### src/rtl/wp_seq_pkg.sv
package wp_seq_pkg;
   // tracker position: which command step is expected next
   typedef enum logic [2:0] {
      TRK_IDLE,   // expects lead byte
      TRK_LEAD,   // lead seen, expects second byte
      TRK_SEC,    // expects arm code or pre-disarm code
      TRK_PRE,    // expects lead byte of disarm tail
      TRK_LEAD2,  // expects second byte of disarm tail
      TRK_SEC2    // expects disarm code
   } trk_e;

   localparam int KEY_N      = 5;
   localparam int KEY_LEAD   = 0;
   localparam int KEY_SEC    = 1;
   localparam int KEY_ARM    = 2;
   localparam int KEY_PRE    = 3;
   localparam int KEY_DISARM = 4;
endpackage

### src/rtl/wp_key_match.sv
module wp_key_match #(
   parameter int             AW       = 13,
   parameter int             DW       = 8,
   parameter logic [AW-1:0]  KEY_ADDR = '0,
   parameter logic [DW-1:0]  KEY_DATA = '0
) (
   input  logic          wr_i,
   input  logic [AW-1:0] addr_i,
   input  logic [DW-1:0] data_i,
   output logic          hit_o
);
   assign hit_o = wr_i && (addr_i == KEY_ADDR) && (data_i == KEY_DATA);
endmodule

### src/rtl/wp_load_window.sv
module wp_load_window #(
   parameter int PAGE_BYTES = 64,
   parameter int LOAD_GAP   = 8
) (
   input  logic clk,
   input  logic rst_n,
   input  logic start_i,
   input  logic clear_i,
   input  logic data_wr_i,
   output logic open_o
);
   localparam int CW = $clog2(PAGE_BYTES + 1);
   localparam int GW = $clog2(LOAD_GAP + 2);

   initial begin
      assert (PAGE_BYTES >= 1) else $error("PAGE_BYTES must be at least 1");
      assert (LOAD_GAP >= 0)   else $error("LOAD_GAP must not be negative");
   end

   logic          open_q;
   logic [CW-1:0] cnt_q;
   logic          last_byte;
   logic          gap_expired;

   assign last_byte = (cnt_q == CW'(PAGE_BYTES - 1));

   generate
      if (LOAD_GAP > 0) begin : g_gap_timer
         logic [GW-1:0] gap_q;
         always_ff @(posedge clk or negedge rst_n) begin
            if (!rst_n)                        gap_q <= '0;
            else if (start_i || data_wr_i || !open_q) gap_q <= '0;
            else                               gap_q <= gap_q + 1'b1;
         end
         assign gap_expired = open_q && !data_wr_i && (gap_q == GW'(LOAD_GAP - 1));
      end else begin : g_no_gap_timer
         assign gap_expired = 1'b0;
      end
   endgenerate

   always_ff @(posedge clk or negedge rst_n) begin
      if (!rst_n) begin
         open_q <= 1'b0;
         cnt_q  <= '0;
      end else if (clear_i) begin
         open_q <= 1'b0;
         cnt_q  <= '0;
      end else if (start_i) begin
         open_q <= 1'b1;
         cnt_q  <= '0;
      end else if (open_q) begin
         if (data_wr_i) begin
            if (last_byte) open_q <= 1'b0;
            cnt_q <= cnt_q + 1'b1;
         end else if (gap_expired) begin
            open_q <= 1'b0;
         end
      end
   end

   assign open_o = open_q;


   page_close_chk: assert property (@(posedge clk) disable iff (!rst_n)
      (open_q && data_wr_i && last_byte && !start_i) |=> !open_q);


   clear_close_chk: assert property (@(posedge clk) disable iff (!rst_n)
      clear_i |=> !open_q);
endmodule

### src/rtl/wp_seq_guard.sv
module wp_seq_guard #(
   parameter int            AW          = 13,
   parameter int            DW          = 8,
   parameter logic [AW-1:0] ADDR_X      = 13'h1555,
   parameter logic [AW-1:0] ADDR_Y      = 13'h0AAA,
   parameter logic [DW-1:0] CODE_LEAD   = 8'hAA,
   parameter logic [DW-1:0] CODE_SEC    = 8'h55,
   parameter logic [DW-1:0] CODE_ARM    = 8'hA0,
   parameter logic [DW-1:0] CODE_PRE    = 8'h80,
   parameter logic [DW-1:0] CODE_DISARM = 8'h20,
   parameter int            PAGE_BYTES  = 64,
   parameter int            LOAD_GAP    = 8,
   parameter logic          FLAG_INIT   = 1'b0
) (
   input  logic          clk,
   input  logic          rst_n,
   input  logic          pw_cycle_i,
   input  logic          wr_i,
   input  logic [AW-1:0] addr_i,
   input  logic [DW-1:0] data_i,
   output logic          permit_o,
   output logic          cmd_o
);
   import wp_seq_pkg::*;

   initial begin
      assert (AW >= 2 && DW >= 1) else $error("bus widths too small");
      assert (ADDR_X != ADDR_Y)   else $error("command addresses must differ");
   end

   localparam logic [AW-1:0] KEY_A [KEY_N] = '{ADDR_X, ADDR_Y, ADDR_X, ADDR_X, ADDR_X};
   localparam logic [DW-1:0] KEY_D [KEY_N] = '{CODE_LEAD, CODE_SEC, CODE_ARM, CODE_PRE, CODE_DISARM};

   logic             wr_ok;
   logic [KEY_N-1:0] hit;
   trk_e             trk_q, trk_nxt;
   logic             flag_q;
   logic             arm_set, disarm_clr, pass, cmd, data_wr;
   logic             win_open;

   assign wr_ok = wr_i && !pw_cycle_i;

   for (genvar k = 0; k < KEY_N; k++) begin : g_key
      wp_key_match #(
         .AW(AW), .DW(DW), .KEY_ADDR(KEY_A[k]), .KEY_DATA(KEY_D[k])
      ) u_key (
         .wr_i(wr_ok), .addr_i(addr_i), .data_i(data_i), .hit_o(hit[k])
      );
   end

   always_comb begin
      trk_nxt    = trk_q;
      pass       = 1'b0;
      cmd        = 1'b0;
      arm_set    = 1'b0;
      disarm_clr = 1'b0;
      data_wr    = 1'b0;
      if (wr_ok) begin
         if (win_open) begin
            pass    = 1'b1;
            data_wr = 1'b1;
         end else begin
            trk_nxt = TRK_IDLE;
            pass    = !flag_q;
            unique case (trk_q)
               TRK_IDLE:  if (hit[KEY_LEAD]) begin trk_nxt = TRK_LEAD;  cmd = 1'b1; end
               TRK_LEAD:  if (hit[KEY_SEC])  begin trk_nxt = TRK_SEC;   cmd = 1'b1; end
               TRK_SEC: begin
                  if (hit[KEY_ARM]) begin
                     cmd     = 1'b1;
                     arm_set = 1'b1;
                  end else if (hit[KEY_PRE]) begin
                     trk_nxt = TRK_PRE;
                     cmd     = 1'b1;
                  end
               end
               TRK_PRE:   if (hit[KEY_LEAD]) begin trk_nxt = TRK_LEAD2; cmd = 1'b1; end
               TRK_LEAD2: if (hit[KEY_SEC])  begin trk_nxt = TRK_SEC2;  cmd = 1'b1; end
               TRK_SEC2:  if (hit[KEY_DISARM]) begin cmd = 1'b1; disarm_clr = 1'b1; end
               default:   trk_nxt = TRK_IDLE;
            endcase
            if (cmd) pass = 1'b0;
         end
      end
   end

   always_ff @(posedge clk or negedge rst_n) begin
      if (!rst_n) begin
         trk_q  <= TRK_IDLE;
         flag_q <= FLAG_INIT;
      end else if (pw_cycle_i) begin
         trk_q  <= TRK_IDLE;
      end else begin
         trk_q <= trk_nxt;
         if (arm_set)         flag_q <= 1'b1;
         else if (disarm_clr) flag_q <= 1'b0;
      end
   end

   wp_load_window #(.PAGE_BYTES(PAGE_BYTES), .LOAD_GAP(LOAD_GAP)) u_win (
      .clk(clk), .rst_n(rst_n), .start_i(arm_set), .clear_i(pw_cycle_i),
      .data_wr_i(data_wr), .open_o(win_open)
   );

   assign permit_o = pass;
   assign cmd_o    = cmd;


   cmd_excl_chk: assert property (@(posedge clk) disable iff (!rst_n)
      !(permit_o && cmd_o));


   idle_quiet_chk: assert property (@(posedge clk) disable iff (!rst_n)
      !wr_i |-> (!permit_o && !cmd_o));


   pw_block_chk: assert property (@(posedge clk) disable iff (!rst_n)
      pw_cycle_i |-> (!permit_o && !cmd_o));


   flag_hold_chk: assert property (@(posedge clk) disable iff (!rst_n)
      pw_cycle_i |=> (flag_q == $past(flag_q)));


   locked_chk: assert property (@(posedge clk) disable iff (!rst_n)
      (permit_o && flag_q) |-> win_open);


   arm_chk: assert property (@(posedge clk) disable iff (!rst_n)
      arm_set |=> (flag_q && win_open));


   disarm_chk: assert property (@(posedge clk) disable iff (!rst_n)
      disarm_clr |=> !flag_q);
endmodule

### config.mk
export PLATFORM = sky130hd
export DESIGN_NAME = wp_seq_guard
export DESIGN_NICKNAME = d
export VERILOG_FILES = /design/src/rtl/wp_seq_pkg.sv /design/src/rtl/wp_key_match.sv /design/src/rtl/wp_load_window.sv /design/src/rtl/wp_seq_guard.sv
export SDC_FILE = /design/constraint.sdc
export NUM_CORES = 1
export LEC_CHECK = 0
export ABC_CLOCK_PERIOD_IN_PS = 2150
export BUFFER_PORTS_ARGS = -buffer_cell sky130_fd_sc_hd__buf_2
export CELL_PAD_IN_SITES_DETAIL_PLACEMENT = 2
export CELL_PAD_IN_SITES_GLOBAL_PLACEMENT = 2
export CORE_MARGIN = 4
export CORE_UTILIZATION = 31
export CTS_CLUSTER_SIZE = 14
export DETAILED_ROUTE_END_ITERATION = 7
export PLACE_DENSITY = 0.86
export SYNTH_ARGS = -nofsm -noshare
export SYNTH_HDL_FRONTEND = slang
export SYNTH_SLANG_ARGS = --single-unit
### constraint.sdc
create_clock -name clk -period 2.15 [get_ports clk]
set_input_delay 0.43 -clock clk [delete_from_list [all_inputs] [get_ports clk]]
set_output_delay 0.43 -clock clk [all_outputs]
set_load 0.005 [all_outputs]
==> impl_metrics.py <==
metrics = {
    "critical_path": {
        "crit_type": "flip-flop to output port",
        "cp.required_ns": 1.72,
        "crit_path_start_kind": "flip-flop",
        "critical_path.max_fanout": 4,
        "worstSetupEndpointType": "output port",
        "arrival_ns": 1.91,
    },
    "routing": {
        "avgViaCountPerCell": 5.34,
        "drt-total-wl_um": 3960,
        "drc_errors": 0,
        "drtAntennaViolNets": 0,
        "wl_per_cell_um": 18.7,
        "dr.pass1.iters": 4,
        "drt_iter0_markers": 42,
        "dr_total_vias": 1132,
    },
    "placement": {
        "gp_congestion": 0.751,
        "portBuffers": 26,
        "dpl.hpwl_um": 3000,
        "place_area_sq_mm": 0.00138,
    },
    "min_path": {
        "hold_path_class": "input port to asynchronous set/reset pin",
    },
    "timing": {
        "finalSetupViolations": 2,
        "fmax_mhz": 427,
        "finalHoldViolCount": 0,
        "grt_setup_unrepaired": "yes",
        "clock_skew_ns": 0.000906,
        "tightest_slew_ns": 0.557,
        "finalMaxSlewViolations": 0,
        "holdWs_ns": 0.0492,
        "fin_tns_setup_ns": -0.274,
        "relSlewSlack": 0.627,
        "finalWorstSetupSlack_ns": -0.194,
        "finalCritPeriodShare": 1.09,
        "period_needed_ns": 2.34,
    },
    "synth": {
        "synth-edff-count": 0,
        "syn_area_sq_mm": 0.00109,
        "async_reset_ff_frac": 1.00,
        "yosysSeqAreaShare": 0.367,
        "ys_types": 43,
        "synth_fp_nets": 147,
        "netlist_instances": 120,
        "synthFlopType": "dfrtp_1",
        "synth_area_per_cell_sq_um": 9.09,
        "yosys_register_bits": 16,
        "synth_warnings": 0,
    },
    "outcome": {
        "outcome": "complete, but fails checks",
        "failed_checks": "setup timing",
    },
    "layout": {
        "layout-area-overhead-vs-synth_pct": 41.1,
        "layout-drive-gt1-share": 0.404,
        "multi_input_area_sq_um": 741,
        "final_cell_area_sq_mm": 0.00154,
        "diodes": 0,
        "ff_latch_area_sq_um": 400,
        "nFillCells": 393,
        "final_nets": 195,
    },
    "die": {
        "placementRows": 21,
        "die_h_um": 67.3,
        "initial_utilization": 0.324,
        "dieArea_sq_mm": 0.00453,
        "core-area_sq_mm": 0.00336,
        "io_pins": 27,
        "dieWidth_um": 67.3,
    },
    "global_route": {
        "grt.busiest_layer": "met2",
        "use_met2": 0.404,
        "grt_pass1_vias": 1316,
        "grt_usage": 0.198,
        "grt_max_degree": 17,
        "grt-ovfl-total": 0,
        "grt_util_met3": 0.0266,
        "use_met1": 0.198,
        "grt_pass1_wl_um": 6560,
        "antenna_found_initial": 0,
    },
    "clock_tree": {
        "clock-sinks": 16,
        "clkLatencyLatePin_ns": 0.28,
        "cts_made_buffers": 3,
        "ctsHoldBuffers": 0,
        "path_clk_slew_ns": 0.09,
        "cts_tree": "done",
        "cts_root_buf": "clkbuf_4",
        "htree_levels": 1,
        "cts_buffer_depth": 2,
    },
    "power": {
        "ir_worst_vdd_uv": 335,
        "leakagePower_nw": 0.714,
        "pwr_density_cell_mw_per_mm2": 358,
        "total_power_mw": 0.550,
    },
    "flow_run": {
        "drv_cap": 0,
    },
}
[power breakdown]
part | switching [mW] | internal (mW) | total, mW
clock | 0.0892 | 0.0649 | 0.154
combinational | 0.0485 | 0.0472 | 0.0957
sequential | 0.00000000329 | 0.301 | 0.301
total | 0.138 | 0.413 | 0.550
[cell usage in the layout, fill, tap and decap left out, types with 3 or more instances in the layout]
cell type / synthesis / final
buf_6: 0 / 3
nor2_1: 17 / 17
a21oi_1: 4 / 3
nand4b_1: 4 / 4
nand4_1: 5 / 5
nand2_1: 11 / 11
clkbuf_4: 0 / 3
xnor2_1: 4 / 4
xor2_1: 6 / 6
and3_1: 3 / 3
buf_4: 3 / 22
buf_2: 1 / 23
nand3_1: 4 / 4
dfrtp_1: 16 / 16
[registers in the layout (all words and copies together), names as in the netlist]
| signal | count |
|---|---|
| u_win.g_gap_timer.gap_q | 4 |
| flag_q | 1 |
| u_win.cnt_q | 7 |
| u_win.open_o | 1 |
| trk_q | 3 |
[synthesized netlist by cell type, drive strengths merged (3+ instances only)]
cell type  number  area share
nand4           5       0.029
nor2           17       0.058
xnor2           4       0.032
nand3           4       0.018
and2            3       0.017
nand2          11       0.038
dfrtp          16        0.37
nand4b          4       0.032
xor2            6       0.048
nor3            3       0.018
a21oi           4       0.018
buf             4       0.025
and3            3       0.017
nor4            3       0.017
o21ai           3       0.014
[path summary, 6_finish.rpt]
| kind | start | to | slack (ns) | cells past startpoint |
|---|---|---|---|---|
| hold reg to reg | u_win.g_gap_timer.gap_q[0]$_DFF_PN0_ | u_win.g_gap_timer.gap_q[0]$_DFF_PN0_ | 0.49 | 1 |
| setup / recovery | trk_q[1]$_DFFE_PN0P_ | permit_o | -0.19 | 6 |
| min in group clk | pw_cycle_i | u_win.open_o$_DFF_PN0_ | 0.45 | 3 |
| hold / removal | rst_n | u_win.cnt_q[3]$_DFFE_PN0P_ | 0.05 | 1 |
| max in group asynchronous | rst_n | u_win.open_o$_DFF_PN0_ | 1.84 | 1 |
| setup reg to reg | trk_q[2]$_DFFE_PN0P_ | trk_q[1]$_DFFE_PN0P_ | 0.44 | 6 |
[per-stage QoR]
stage               setup slack [ns]   util  cells
finish                        -0.194  0.458    212
detailed placement            -0.273  0.411    205
floorplan                      0.154      -    120
global route                  -0.318  0.458    212
global placement              -0.153  0.411    205
CTS                           -0.219  0.444    211
[critical path, cell delays in order (launching register included)]
cell     delay [ns]
dfrtp_1        0.43
nor4b_4        0.15
a41o_1         0.22
a22o_4         0.26
a221o_1        0.34
a21oi_2        0.12
buf_2          0.12
[logic make-up after synthesis]
family,count (synthesis),synth area share
adder cells (fa/ha/maj),2,0.0229
flip-flops,16,0.367
buffers and inverters,6,0.0321
AO/OA/AOI/OAI,16,0.116
XOR/XNOR,10,0.0803
AND/OR/NAND/NOR,70,0.382
[final cells by class]
cell class | instances | area share
Multi-Input combinational cell | 98 | 0.481
Clock buffer | 3 | 0.0146
Inverter | 1 | 0.00244
Tap cell | 46 | 0.0374
Timing Repair Buffer | 48 | 0.204
Sequential cell | 16 | 0.260
[metal layers]
| layer | up-vias | wire (um) | share of wire |
|---|---|---|---|
| met5 | - | 0 | 0 |
| met4 | 0 | 42 | 0.011 |
| met3 | 4 | 113 | 0.029 |
| met2 | 20 | 2340 | 0.59 |
| met1 | 573 | 1460 | 0.37 |
| li1 | 535 | - | - |
[repair_timing]
action	4_1_cts	5_1_grt
setup buffers	3	1
endpoints found under the setup margin	2	2
pin swaps	7	2
resized for setup	11	6
Note: power is estimated with default switching activity, not from simulation.
